--- src/rtl/refsched_pkg.sv ---
package refsched_pkg;

   // cycles per refresh slot for a window in microseconds
   function automatic int slot_cycles(input int mhz, input int win_us, input int refs);
      return (mhz * win_us) / refs;
   endfunction

   function automatic int cnt_width(input int max_val);
      return (max_val < 2) ? 1 : $clog2(max_val + 1);
   endfunction

endpackage

--- src/rtl/refsched_timer.sv ---
module refsched_timer
   import refsched_pkg::*;
#(
   parameter int INT_NORM   = 8,
   parameter int INT_HOT    = 4,
   parameter bit TEMP_AWARE = 1'b1
) (
   input  logic clk_i,
   input  logic rst_i,
   input  logic hot_i,
   output logic tick_o
);
   localparam int TW = cnt_width(INT_NORM);
   localparam logic [TW-1:0] LAST_NORM = TW'(INT_NORM - 1);
   localparam logic [TW-1:0] LAST_HOT  = TW'(INT_HOT - 1);

   logic [TW-1:0] count_q;
   logic [TW-1:0] last_w;

   generate
      if (TEMP_AWARE) begin : g_temp
         logic hot_q;
         always_ff @(posedge clk_i) begin
            if (rst_i)       hot_q <= 1'b0;
            else if (tick_o) hot_q <= hot_i;
         end
         assign last_w = hot_q ? LAST_HOT : LAST_NORM;
      end else begin : g_fixed
         logic unused_hot;
         assign unused_hot = hot_i;
         assign last_w = LAST_NORM;
      end
   endgenerate

   assign tick_o = (count_q == last_w);

   always_ff @(posedge clk_i) begin
      if (rst_i)       count_q <= '0;
      else if (tick_o) count_q <= '0;
      else             count_q <= count_q + 1'b1;
   end
endmodule

--- src/rtl/refsched_owed.sv ---
module refsched_owed
   import refsched_pkg::*;
#(
   parameter int MAX_OWED = 8,
   parameter int CW       = cnt_width(MAX_OWED)
) (
   input  logic          clk_i,
   input  logic          rst_i,
   input  logic          tick_i,
   input  logic          take_i,
   output logic [CW-1:0] pend_o,
   output logic          full_o,
   output logic          nz_o
);
   localparam logic [CW-1:0] CEIL = CW'(MAX_OWED);

   logic [CW-1:0] pend_q;

   assign full_o = (pend_q == CEIL);
   assign nz_o   = (pend_q != '0);
   assign pend_o = pend_q;

   always_ff @(posedge clk_i) begin
      if (rst_i) begin
         pend_q <= '0;
      end else begin
         unique case ({tick_i, take_i})
            2'b10:   if (!full_o) pend_q <= pend_q + 1'b1;
            2'b01:   if (nz_o)    pend_q <= pend_q - 1'b1;
            default: pend_q <= pend_q;
         endcase
      end
   end
endmodule

--- src/rtl/refsched_issue.sv ---
module refsched_issue
   import refsched_pkg::*;
#(
   parameter int MAX_OWED = 8
) (
   input  logic clk_i,
   input  logic rst_i,
   input  logic nz_i,
   input  logic full_i,
   input  logic busy_i,
   input  logic ack_i,
   output logic req_o,
   output logic urgent_o
);
   localparam int RW = cnt_width(MAX_OWED);
   localparam logic [RW-1:0] RUN_MAX = RW'(MAX_OWED);

   logic [RW-1:0] run_q;
   logic          cap_w;

   assign cap_w    = (run_q == RUN_MAX);
   assign urgent_o = full_i;
   assign req_o    = nz_i && (!busy_i || full_i) && !cap_w;

   always_ff @(posedge clk_i) begin
      if (rst_i)               run_q <= '0;
      else if (req_o && ack_i) run_q <= run_q + 1'b1;
      else                     run_q <= '0;
   end
endmodule

--- src/rtl/refresh_sched.sv ---
module refresh_sched
   import refsched_pkg::*;
#(
   parameter int CLK_MHZ      = 400,
   parameter int WIN_NORM_US  = 64000,
   parameter int WIN_HOT_US   = 32000,
   parameter int REFS_PER_WIN = 8192,
   parameter int MAX_OWED     = 8,
   parameter bit TEMP_AWARE   = 1'b1
) (
   input  logic clk_i,
   input  logic rst_i,
   input  logic hot_i,
   input  logic busy_i,
   input  logic ref_ack_i,
   output logic ref_req_o,
   output logic urgent_o
);
   localparam int INT_NORM = slot_cycles(CLK_MHZ, WIN_NORM_US, REFS_PER_WIN);
   localparam int INT_HOT  = slot_cycles(CLK_MHZ, WIN_HOT_US, REFS_PER_WIN);
   localparam int CW       = cnt_width(MAX_OWED);

   if (INT_NORM < 2) begin : g_bad_norm
      $error("normal refresh interval must be at least two cycles");
   end
   if (TEMP_AWARE && (INT_HOT < 1 || INT_HOT > INT_NORM)) begin : g_bad_hot
      $error("hot interval must be between one cycle and the normal interval");
   end
   if (MAX_OWED < 2) begin : g_bad_owed
      $error("owed ceiling must be at least two");
   end

   logic          tick_w;
   logic          take_w;
   logic          full_w;
   logic          nz_w;
   logic [CW-1:0] pend_w;

   assign take_w = ref_req_o && ref_ack_i;

   refsched_timer #(
      .INT_NORM   (INT_NORM),
      .INT_HOT    (INT_HOT),
      .TEMP_AWARE (TEMP_AWARE)
   ) u_timer (
      .clk_i  (clk_i),
      .rst_i  (rst_i),
      .hot_i  (hot_i),
      .tick_o (tick_w)
   );

   refsched_owed #(
      .MAX_OWED (MAX_OWED),
      .CW       (CW)
   ) u_owed (
      .clk_i  (clk_i),
      .rst_i  (rst_i),
      .tick_i (tick_w),
      .take_i (take_w),
      .pend_o (pend_w),
      .full_o (full_w),
      .nz_o   (nz_w)
   );

   refsched_issue #(
      .MAX_OWED (MAX_OWED)
   ) u_issue (
      .clk_i    (clk_i),
      .rst_i    (rst_i),
      .nz_i     (nz_w),
      .full_i   (full_w),
      .busy_i   (busy_i),
      .ack_i    (ref_ack_i),
      .req_o    (ref_req_o),
      .urgent_o (urgent_o)
   );
endmodule

--- config.mk ---
export PLATFORM = sky130hd
export DESIGN_NAME = refresh_sched
export DESIGN_NICKNAME = d
export VERILOG_FILES = /design/src/rtl/refsched_pkg.sv /design/src/rtl/refsched_timer.sv /design/src/rtl/refsched_owed.sv /design/src/rtl/refsched_issue.sv /design/src/rtl/refresh_sched.sv
export SDC_FILE = /design/constraint.sdc
export NUM_CORES = 1
export LEC_CHECK = 0
export ABC_AREA = 1
export BUFFER_PORTS_ARGS = -buffer_cell sky130_fd_sc_hd__buf_2
export CAP_MARGIN = 20
export CORE_MARGIN = 5
export CORE_UTILIZATION = 45
export DETAILED_ROUTE_END_ITERATION = 16
export PLACE_DENSITY = 0.71
export SLEW_MARGIN = 20
export SYNTH_ARGS = -nofsm -noshare
export SYNTH_HDL_FRONTEND = slang
export SYNTH_SLANG_ARGS = --single-unit
export TNS_END_PERCENT = 1
--- constraint.sdc ---
create_clock -name clk_i -period 3 [get_ports clk_i]
set_input_delay 0.3 -clock clk_i [delete_from_list [all_inputs] [get_ports clk_i]]
set_output_delay 0.3 -clock clk_i [all_outputs]
set_load 0.01 [all_outputs]
Yosys cells after proc, flatten, opt, wreduce, memory -nomap -nowiden
Index checks and enable logic that the tools add are counted.
{"block": "word_totals", "wordCells": 31, "reg_bits": 21, "rom_bits": 0, "n_memories": 0, "output_inout_bits": 2, "latchBits": 0, "mem_bits_rw": 0}
{"block": "classes", "shift": 0, "n_div": 0, "n_eq_ne": 7, "addsub": 4, "mux": 4, "n_bitwise": 1, "multipliers": 0, "n_reduce_logical": 11, "magnitude_cmp": 0}
{"operator": "12-bit by 1-bit adder with 12-bit output, second input constant", "n": 1}
{"operator": "12-bit equality test", "n": 1}
{"operator": "12-bit 2-to-1 mux", "n": 1}
{"operator": "4-bit by 1-bit adder with 4-bit output, second input constant", "n": 2}
{"operator": "4-bit equality test, second input constant", "n": 2}
{"operator": "4-bit 2-to-1 mux", "n": 2}
{"operator": "4-bit case mux with 2 select lines", "n": 1}
{"operator": "4-bit nonzero test", "n": 1}
{"operator": "2-bit OR reduction", "n": 2}
{"operator": "4-bit by 1-bit subtractor with 4-bit output, second input constant", "n": 1}
{"operator": "1-bit logical AND", "n": 3}
{"operator": "3-bit AND reduction", "n": 1}
{"operator": "2-bit by 1-bit equality test with 1-bit output, second input constant", "n": 1}
{"operator": "2-bit equality test, second input constant", "n": 1}
{"operator": "1-bit zero test", "n": 2}
{"operator": "2-bit by 1-bit inequality test with 1-bit output, second input constant", "n": 1}
{"operator": "2-bit inequality test, second input constant", "n": 1}
{"operator": "2-bit nonzero test", "n": 1}
{"operator": "1-bit logical OR", "n": 1}
{"operator": "1-bit inverter", "n": 1}

Longest topological paths before layout
Gate-level depths: netlist of the first run.
{"block": "logic_depth", "ltp_word": 8, "mapped_depth": 16, "ltp_nobuf": 16}

Cells and area by module
Synthesis of the first run repeated with hierarchy kept, for this count alone.
{"block": "hier_totals", "cells_unflattened": 177, "hier_area_um2": 1227.4}
{"mod": "refsched_timer", "seq_area_each_um2": 260.2, "area_per_inst_um2": 674.4, "instances": 1, "cells_each": 94}
{"mod": "refsched_owed", "seq_area_each_um2": 80.1, "area_per_inst_um2": 330.3, "instances": 1, "cells_each": 53}
{"mod": "refsched_issue", "seq_area_each_um2": 80.1, "area_per_inst_um2": 215.2, "instances": 1, "cells_each": 28}
{"mod": "refresh_sched", "seq_area_each_um2": 0.0, "area_per_inst_um2": 7.5, "instances": 1, "cells_each": 2}

Worst setup path after synthesis of the first run
Ideal clock, no wire load.
{"block": "synth_path", "kind": "register to register", "start": "reg u_issue.run_q[0]", "end": "reg u_owed.pend_q[3], in the netlist u_owed.pend_o[3]", "setup_ns": 0.070, "stages_incl_launch_ff": 16, "synth_period_minus_slack_ns": 2.177, "setup_slack_ns": 0.823, "required_ns": 2.930, "arrival_ns": 2.107, "cell_sequence": "dfxtp_1 -> inv_1 -> ha_1 -> nand3b_1 -> nand2_1 -> a21oi_2 -> nand2_1 -> inv_1 -> ha_1 -> ha_1 -> or2_2 -> nand2_1 -> nand3_1 -> nand2_1 -> nand2_1 -> a21oi_1"}
{"block": "synth_via", "elab_chain_len": 7}
{"item": "start, declared", "line": "refsched_issue.sv:18", "text": "logic [RW-1:0] run_q;"}
{"item": "start signal, assigned", "line": "refsched_issue.sv:27", "text": "else if (req_o && ack_i) run_q <= run_q + 1'b1;"}
{"item": "4-bit equality test *", "line": "refsched_issue.sv:21", "text": "assign cap_w = (run_q == RUN_MAX);"}
{"item": "1-bit zero test *", "line": "refsched_issue.sv:23", "text": "assign req_o = nz_i && (!busy_i || full_i) && !cap_w;"}
{"item": "1-bit logical AND *", "line": "refsched_issue.sv:23"}
{"item": "via ref_req_o", "line": "refresh_sched.sv:16", "text": "output logic ref_req_o,"}
{"item": "1-bit logical AND *", "line": "refresh_sched.sv:39", "text": "assign take_w = ref_req_o && ref_ack_i;"}
{"item": "2-bit by 1-bit equality test with 1-bit output or 2-bit equality test (tied branches)", "line": "refsched_owed.sv:27", "text": "unique case ({tick_i, take_i})"}
{"item": "2-bit by 1-bit inequality test with 1-bit output (no source line) (tied with other cells)"}
{"item": "3-bit AND reduction (no source line)"}
{"item": "end signal, assigned", "line": "refsched_owed.sv:28", "text": "2'b10: if (!full_o) pend_q <= pend_q + 1'b1;"}
{"item": "end signal, assigned", "line": "refsched_owed.sv:29", "text": "2'b01: if (nz_o) pend_q <= pend_q - 1'b1;"}
{"item": "end signal, assigned", "line": "refsched_owed.sv:30", "text": "default: pend_q <= pend_q;"}
{"item": "end, declared", "line": "refsched_owed.sv:17", "text": "logic [CW-1:0] pend_q;"}
The timed path passes the listed nets; every way through them passes the cells marked *.
A chain may end at the register's enable or synchronous reset.

Worst setup path in the final report of the first run
{"block": "layout_path", "start": "reg u_issue.run_q[0]", "end": "reg u_owed.pend_q[3], in the netlist u_owed.pend_o[3]"}
{"block": "layout_via", "elab_chain_len": 7}
{"item": "4-bit equality test *", "line": "refsched_issue.sv:21"}
{"item": "1-bit zero test *", "line": "refsched_issue.sv:23"}
{"item": "1-bit logical AND *", "line": "refsched_issue.sv:23"}
{"item": "1-bit logical AND *", "line": "refresh_sched.sv:39"}
{"item": "2-bit by 1-bit equality test with 1-bit output or 2-bit equality test (tied branches)", "line": "refsched_owed.sv:27"}
{"item": "2-bit by 1-bit inequality test with 1-bit output (no source line) (tied with other cells)"}
{"item": "3-bit AND reduction (no source line)"}
Mark *: on every way between the ends. The rest lies on a longest branch, timed or not.

==> flow_metrics.env, run 1 <==
export IMPL_cp_arrival_ps=2500
export IMPL_dieArea_um2=3710
export IMPL_grt_use_total_pct=12.8
export IMPL_peakVddDrop_uv=236
export IMPL_cts_buffers=3
export IMPL_grt_max_degree=12
export IMPL_fp_dieH_um=60.9
export IMPL_critPathCaptureType="register"
export IMPL_ant_nets=0
export IMPL_required_ps=3240
export IMPL_synth_top_area_cell="dfxtp_1"
export IMPL_yosysWarnings=0
export IMPL_cp_cell_sequence="inv_1 -> ha_1 -> nand3b_1 -> nand2_1 -> a21oi_2 -> nand2_1 -> inv_1 -> ha_1 -> ha_1 -> or2_2 -> nand2_1 -> nand3_1 -> nand2_1 -> nand2_1 -> a21oi_1"
export IMPL_vias=984
export IMPL_outcome="complete, no violations"
export IMPL_drv_slew=0
export IMPL_postRouteWirelength_mm=2.00
export IMPL_ys_seq_area_share_pct=36.1
export IMPL_ys_flop_type="dfxtp_1"
export IMPL_start_kind="register"
export IMPL_drc=0
export IMPL_crit_top_cell="nand2_1"
export IMPL_port_buffers=6
export IMPL_antenna_found_initial=0
export IMPL_area_delta_synth_final_pct=7.09
export IMPL_diodes=0
export IMPL_cts_hold_buf=0
export IMPL_cts_tree="done"
export IMPL_min_period_over_period_pct=75.3
export IMPL_gp_congestion=0.802
export IMPL_fill_cells=250
export IMPL_drt_initial_drc_count=34
export IMPL_vias_per_cell=4.90
export IMPL_clockBufferDepth=2
export IMPL_synthArstFlopShare_pct=0
export IMPL_avgSynthCellArea_um2=7.19
export IMPL_cts_resized=0
export IMPL_hold_violations=0
export IMPL_setup_viol=0
export IMPL_synth_top_family_by_area="simple AND/OR/NAND/NOR gates"
export IMPL_power_uw=434
export IMPL_grt_ovfl_total=0
export IMPL_cts_root_buf="clkbuf_4"
export IMPL_wl_per_cell_um=9.93
export IMPL_path_clk_slew_ps=120
export IMPL_hp_class="in2reg"
export IMPL_synth_mux_area_share_pct=0
export IMPL_core_um2=2480
export IMPL_io_pins=7
export IMPL_synth_compound_area_share_pct=4.94
export IMPL_place_detailed_hpwl_mm=1.59
export IMPL_synthCells=162
export IMPL_ys_top_cells_by_area="dfxtp_1, nand2_1, inv_1"
export IMPL_synth_edf_count=0
export IMPL_slowest_stage="dfxtp_1"
export IMPL_die_w_um=60.9
export IMPL_ys_ff_latch=21
export IMPL_fin_skew_ps=5.62
export IMPL_synth_xor_area_share_pct=6.77
export IMPL_synthSimpleGateAreaFrac_pct=33.6
export IMPL_synth_nets=175
export IMPL_max_cap_violations=0
export IMPL_synth_fa_ha_area_share_pct=9.24
export IMPL_yosys_area_top_type_share_pct=36.1
export IMPL_max_freq_mhz=442
export IMPL_post_cts_setup_buffer_count=0
export IMPL_grt_pass1_vias=944
export IMPL_power_density_nw_per_um2=348
export IMPL_drive_gt1_share_pct=9.94
export IMPL_nets=185
export IMPL_slowest_delay_ps=390
export IMPL_leakage_uw=0.000535
export IMPL_rsz0062_at_grt="false"
export IMPL_synth_common_cells="nand2_1, inv_1, nor2_1"
export IMPL_setup_tns_ps=0
export IMPL_cp_max_fo=5
export IMPL_grt_pass1_wl_mm=3.61
export IMPL_worst_pin_slew_ps=284
export IMPL_min_period_ps=2260
export IMPL_synth_cell_types=21
export IMPL_worst_setup_path_type="reg2reg"
export IMPL_max_slew_margin_pct=81.0
export IMPL_htreeDepth=1
export IMPL_syn_cell_area_um2=1160
export IMPL_cts_sinks=21
export IMPL_synth_most_common_cell="nand2_1"
export IMPL_rrSetupSlack_ps=740
export IMPL_initial_core_util_pct=47.0
export IMPL_row_count=18
export IMPL_drt_first_pass_iters=4
export IMPL_clock_latency_ps=300
path summary, 6_finish.rpt:
path                               startpoint                             to  depth (start not counted)
hold reg to reg   u_issue.run_q[0]$_SDFF_PP0_    u_issue.run_q[0]$_SDFF_PP0_                          1
setup reg to reg  u_issue.run_q[0]$_SDFF_PP0_  u_owed.pend_o[3]$_SDFFE_PP0P_                         15
setup / recovery  u_issue.run_q[0]$_SDFF_PP0_  u_owed.pend_o[3]$_SDFFE_PP0P_                         15
hold / removal                          rst_i  u_owed.pend_o[2]$_SDFFE_PP0P_                          2
sequential cells by signal, summed over array words and instances (netlist names):
name,cells
u_timer.count_q,12
u_issue.run_q,4
u_owed.pend_o,4
u_timer.g_temp.hot_q,1
critical path, delay by kind of cell (launching register included):
| family | cells | cell delay (ps) |
|---|---|---|
| AOI/OAI and AO/OA | 2 | 250 |
| DFF | 1 | 390 |
| buffers and inverters | 2 | 120 |
| and+or+nand+nor | 8 | 760 |
| adders and majority gates | 3 | 690 |
stage by stage:
stage	hold slack, ps	utilization [%]	cell area [um2]	setup slack [ps]	instances
after global placement	444	49.3	1220	824	197
after floorplan	369	-	1160	823	162
after global routing	197	50.4	1250	534	201
after detailed placement	461	49.3	1220	762	197
after CTS	201	50.4	1250	735	201
final	212	50.4	1250	740	201
power by group:
part / switching, uW / internal (uW) / total (uW)
Sequential: 3.54 / 282 / 286
Combinational: 8.75 / 6.19 / 14.9
Clock: 82.0 / 51.7 / 134
Total: 94.2 / 340 / 434
area by class of cell:
cell class | count | area, um2 | share of cell area [%]
clock buffers | 4 | 26.3 | 2.11
flip-flops and latches | 21 | 420 | 33.7
inverters | 26 | 97.6 | 7.82
repair buffers | 6 | 30.0 | 2.41
well taps | 30 | 37.5 | 3.01
multi-input cells | 114 | 636 | 51.0
routing by layer:
layer	wire length [um]	up-vias	global-route usage, %
met5	0	-	0
met4	16	0	4.02
met3	75	2	4.26
met2	964	10	23.2
met1	940	450	14.0
li1	-	522	-
cells in the final DEF (no fill, tap or decap), drive strengths merged:
cell	n
nand4	5
o21ai	2
nor2	28
nand2	36
fa	1
buf	6
clkbuf	4
nand3	13
nand3b	3
or2	2
dfxtp	21
xnor2	4
inv	26
xor2	5
a21oi	8
ha	7
cells by family (layout without fill, tap and decap cells):
| kind of cell | Yosys count | in the layout |
|---|---|---|
| AO/OA/AOI/OAI | 10 | 10 |
| XOR/XNOR | 9 | 9 |
| adder cells (fa/ha/maj) | 8 | 8 |
| buffers and inverters | 27 | 36 |
| flip-flops | 21 | 21 |
| AND/OR/NAND/NOR | 87 | 87 |
Power figures use the tool's default switching activity.
==> inputs of run 2 (changes only) <==
--- a/config.mk
+++ b/config.mk
@@ -11,7 +11,7 @@
 export CORE_MARGIN = 5
 export CORE_UTILIZATION = 45
 export DETAILED_ROUTE_END_ITERATION = 16
-export PLACE_DENSITY = 0.71
+export PLACE_DENSITY = 0.73
 export SLEW_MARGIN = 20
 export SYNTH_ARGS = -nofsm -noshare
 export SYNTH_HDL_FRONTEND = slang
==> constraint.sdc (replaced) <==
create_clock -name clk_i -period 1.98 [get_ports clk_i]
set_input_delay 0.198 -clock clk_i [delete_from_list [all_inputs] [get_ports clk_i]]
set_output_delay 0.198 -clock clk_i [all_outputs]
set_load 0.01 [all_outputs]
==> flow_metrics.env, run 2 (synthesis gave the netlist of run 1 again) <==
export IMPL_postRouteWirelength_mm=2.21
export IMPL_fp_dieH_um=60.9
export IMPL_min_period_over_period_pct=101
export IMPL_die_w_um=60.9
export IMPL_place_detailed_hpwl_mm=1.77
export IMPL_setup_tns_ps=-16.0
export IMPL_cts_hold_buf=0
export IMPL_largest_register_ffs=12
export IMPL_drive_gt1_share_pct=22.7
export IMPL_drt_first_pass_iters=4
export IMPL_hp_class="in2reg"
export IMPL_fin_skew_ps=2.67
export IMPL_hold_violations=0
export IMPL_dieArea_um2=3710
export IMPL_port_buffers=6
export IMPL_hp_start="rst_i"
export IMPL_required_ps=2230
export IMPL_min_period_ps=1990
export IMPL_antenna_found_initial=0
export IMPL_wl_per_cell_um=10.5
export IMPL_max_freq_mhz=502
export IMPL_clock_latency_ps=300
export IMPL_max_cap_violations=0
export IMPL_setup_ws_ps=-10.7
export IMPL_fin_area_um2=1380
export IMPL_rrSetupSlack_ps=-10
export IMPL_vias_per_cell=4.82
export IMPL_fill_cells=226
export IMPL_htreeDepth=1
export IMPL_hold_slack_ps=114
export IMPL_grt_ovfl_total=0
export IMPL_failed_checks="setup timing"
export IMPL_grt_pass1_wl_mm=3.77
export IMPL_core_um2=2480
export IMPL_worst_pin_slew_ps=262
export IMPL_hold_depth=2
export IMPL_vias=1017
export IMPL_cp_max_fo=5
export IMPL_path_clk_slew_ps=110
export IMPL_grt_pass1_vias=942
export IMPL_cp_arrival_ps=2240
export IMPL_clockBufferDepth=2
export IMPL_cts_tree="done"
export IMPL_drv_slew=0
export IMPL_layout_commonest_cell="nand2_1"
export IMPL_cts_sinks=21
export IMPL_worstHoldEndpoint="u_owed.pend_o[3]$_SDFFE_PP0P_"
export IMPL_cts_buffers=3
export IMPL_rr_endpoint="u_owed.pend_o[3]$_SDFFE_PP0P_"
export IMPL_diodes=0
export IMPL_r2r_start="u_issue.run_q[0]$_SDFF_PP0_"
export IMPL_grt_use_total_pct=13.4
export IMPL_cts_root_buf="clkbuf_4"
export IMPL_leakage_uw=0.000584
export IMPL_setup_viol=2
export IMPL_row_count=18
export IMPL_rsz0062_at_grt="true"
export IMPL_grt_max_degree=12
export IMPL_power_density_nw_per_um2=479
export IMPL_io_pins=7
export IMPL_r2r_cells=15
export IMPL_peakVddDrop_uv=357
export IMPL_critPathCaptureType="register"
export IMPL_initial_core_util_pct=47.0
export IMPL_post_route_util_pct=55.6
export IMPL_gp_congestion=0.878
export IMPL_pre_cts_slack_ps=-32.6
export IMPL_max_slew_margin_pct=82.5
export IMPL_start_kind="register"
export IMPL_outcome="finished with violations"
export IMPL_nets=195
export IMPL_worst_setup_path_type="reg2reg"
export IMPL_area_delta_synth_final_pct=18.2
export IMPL_drt_initial_drc_count=42
export IMPL_drc=0
export IMPL_place_area_um2=1310
export IMPL_ant_nets=0
export IMPL_mostFrequentLayoutCells="nand2_1, nor2_1, inv_1"
export IMPL_top_register="u_timer.count_q"
[run 2: cell count changes in the layout (fill, tap and decap cells not counted), moves of 2 or more]
cell and change:
buf_4 +10, ha_1 -3, inv_1 -3, inv_2 +3, dfxtp_1 -2, dfxtp_2 +2, ha_4 +2, nand3_1 -2
nand3_2 +2
[run 2: per-stage QoR]
step | power, uW | instances
after floorplan | 458 | 162
after detailed placement | 467 | 204
final | 659 | 211
after CTS | 667 | 211
after global placement | 465 | 204
after global routing | 693 | 211
[run 2: worst max path at each step]
stage | endpoint | slack, ps | from
6_report | u_owed.pend_o[3]$_SDFFE_PP0P_ | -10 | u_issue.run_q[0]$_SDFF_PP0_
5_1_grt | u_owed.pend_o[3]$_SDFFE_PP0P_ | -140 | u_issue.run_q[0]$_SDFF_PP0_
4_1_cts | u_owed.pend_o[3]$_SDFFE_PP0P_ | -0.3 | u_issue.run_q[0]$_SDFF_PP0_
3_5_place_dp | u_owed.pend_o[3]$_SDFFE_PP0P_ | -30 | u_issue.run_q[1]$_SDFF_PP0_
3_3_place_gp | u_owed.pend_o[3]$_SDFFE_PP0P_ | 10 | u_issue.run_q[1]$_SDFF_PP0_
2_1_floorplan | u_owed.pend_o[3]$_SDFFE_PP0P_ | -20 | u_issue.run_q[0]$_SDFF_PP0_
[run 2: area by class of cell]
class | instances | area (um2) | share of cell area [%]
Multi-Input combinational cell | 114 | 687 | 49.9
Sequential cell | 21 | 423 | 30.7
Timing Repair Buffer | 16 | 105 | 7.64
Inverter | 26 | 97.6 | 7.09
Tap cell | 30 | 37.5 | 2.73
Clock buffer | 4 | 26.3 | 1.91
[run 2: per-layer routing]
layer / track usage [%] / up-vias / routed length [um]
li1: - / 545 / -
met1: 14.9 / 460 / 963
met2: 24.6 / 10 / 1140
met3: 4.47 / 2 / 86
met4: 3.10 / 0 / 14
met5: 0 / - / 0
[run 2: repair_timing]
item | CTS | global route
buffers inserted | 3 | 0
gates resized for setup | 1 | 7
pin swaps | 5 | 3
setup endpoints to repair | 3 | 4
[run 2: worst max-delay path, stage by stage, from the launching register on]
cell and delay [ps]:
dfxtp_2 350, inv_2 30, ha_2 160, nand3b_1 100, nand2_1 80, a21oi_2 120, nand2_1 90, inv_2 70
ha_4 160, ha_4 200, or2_4 230, nand2_2 60, nand3_2 50, nand2_1 70, nand2_1 60, a21oi_2 110
[run 2: report_power, final]
group / switching, uW / internal [uW]
combinational: 14.3 / 9.39
clock: 124 / 78.5
sequential: 5.51 / 427
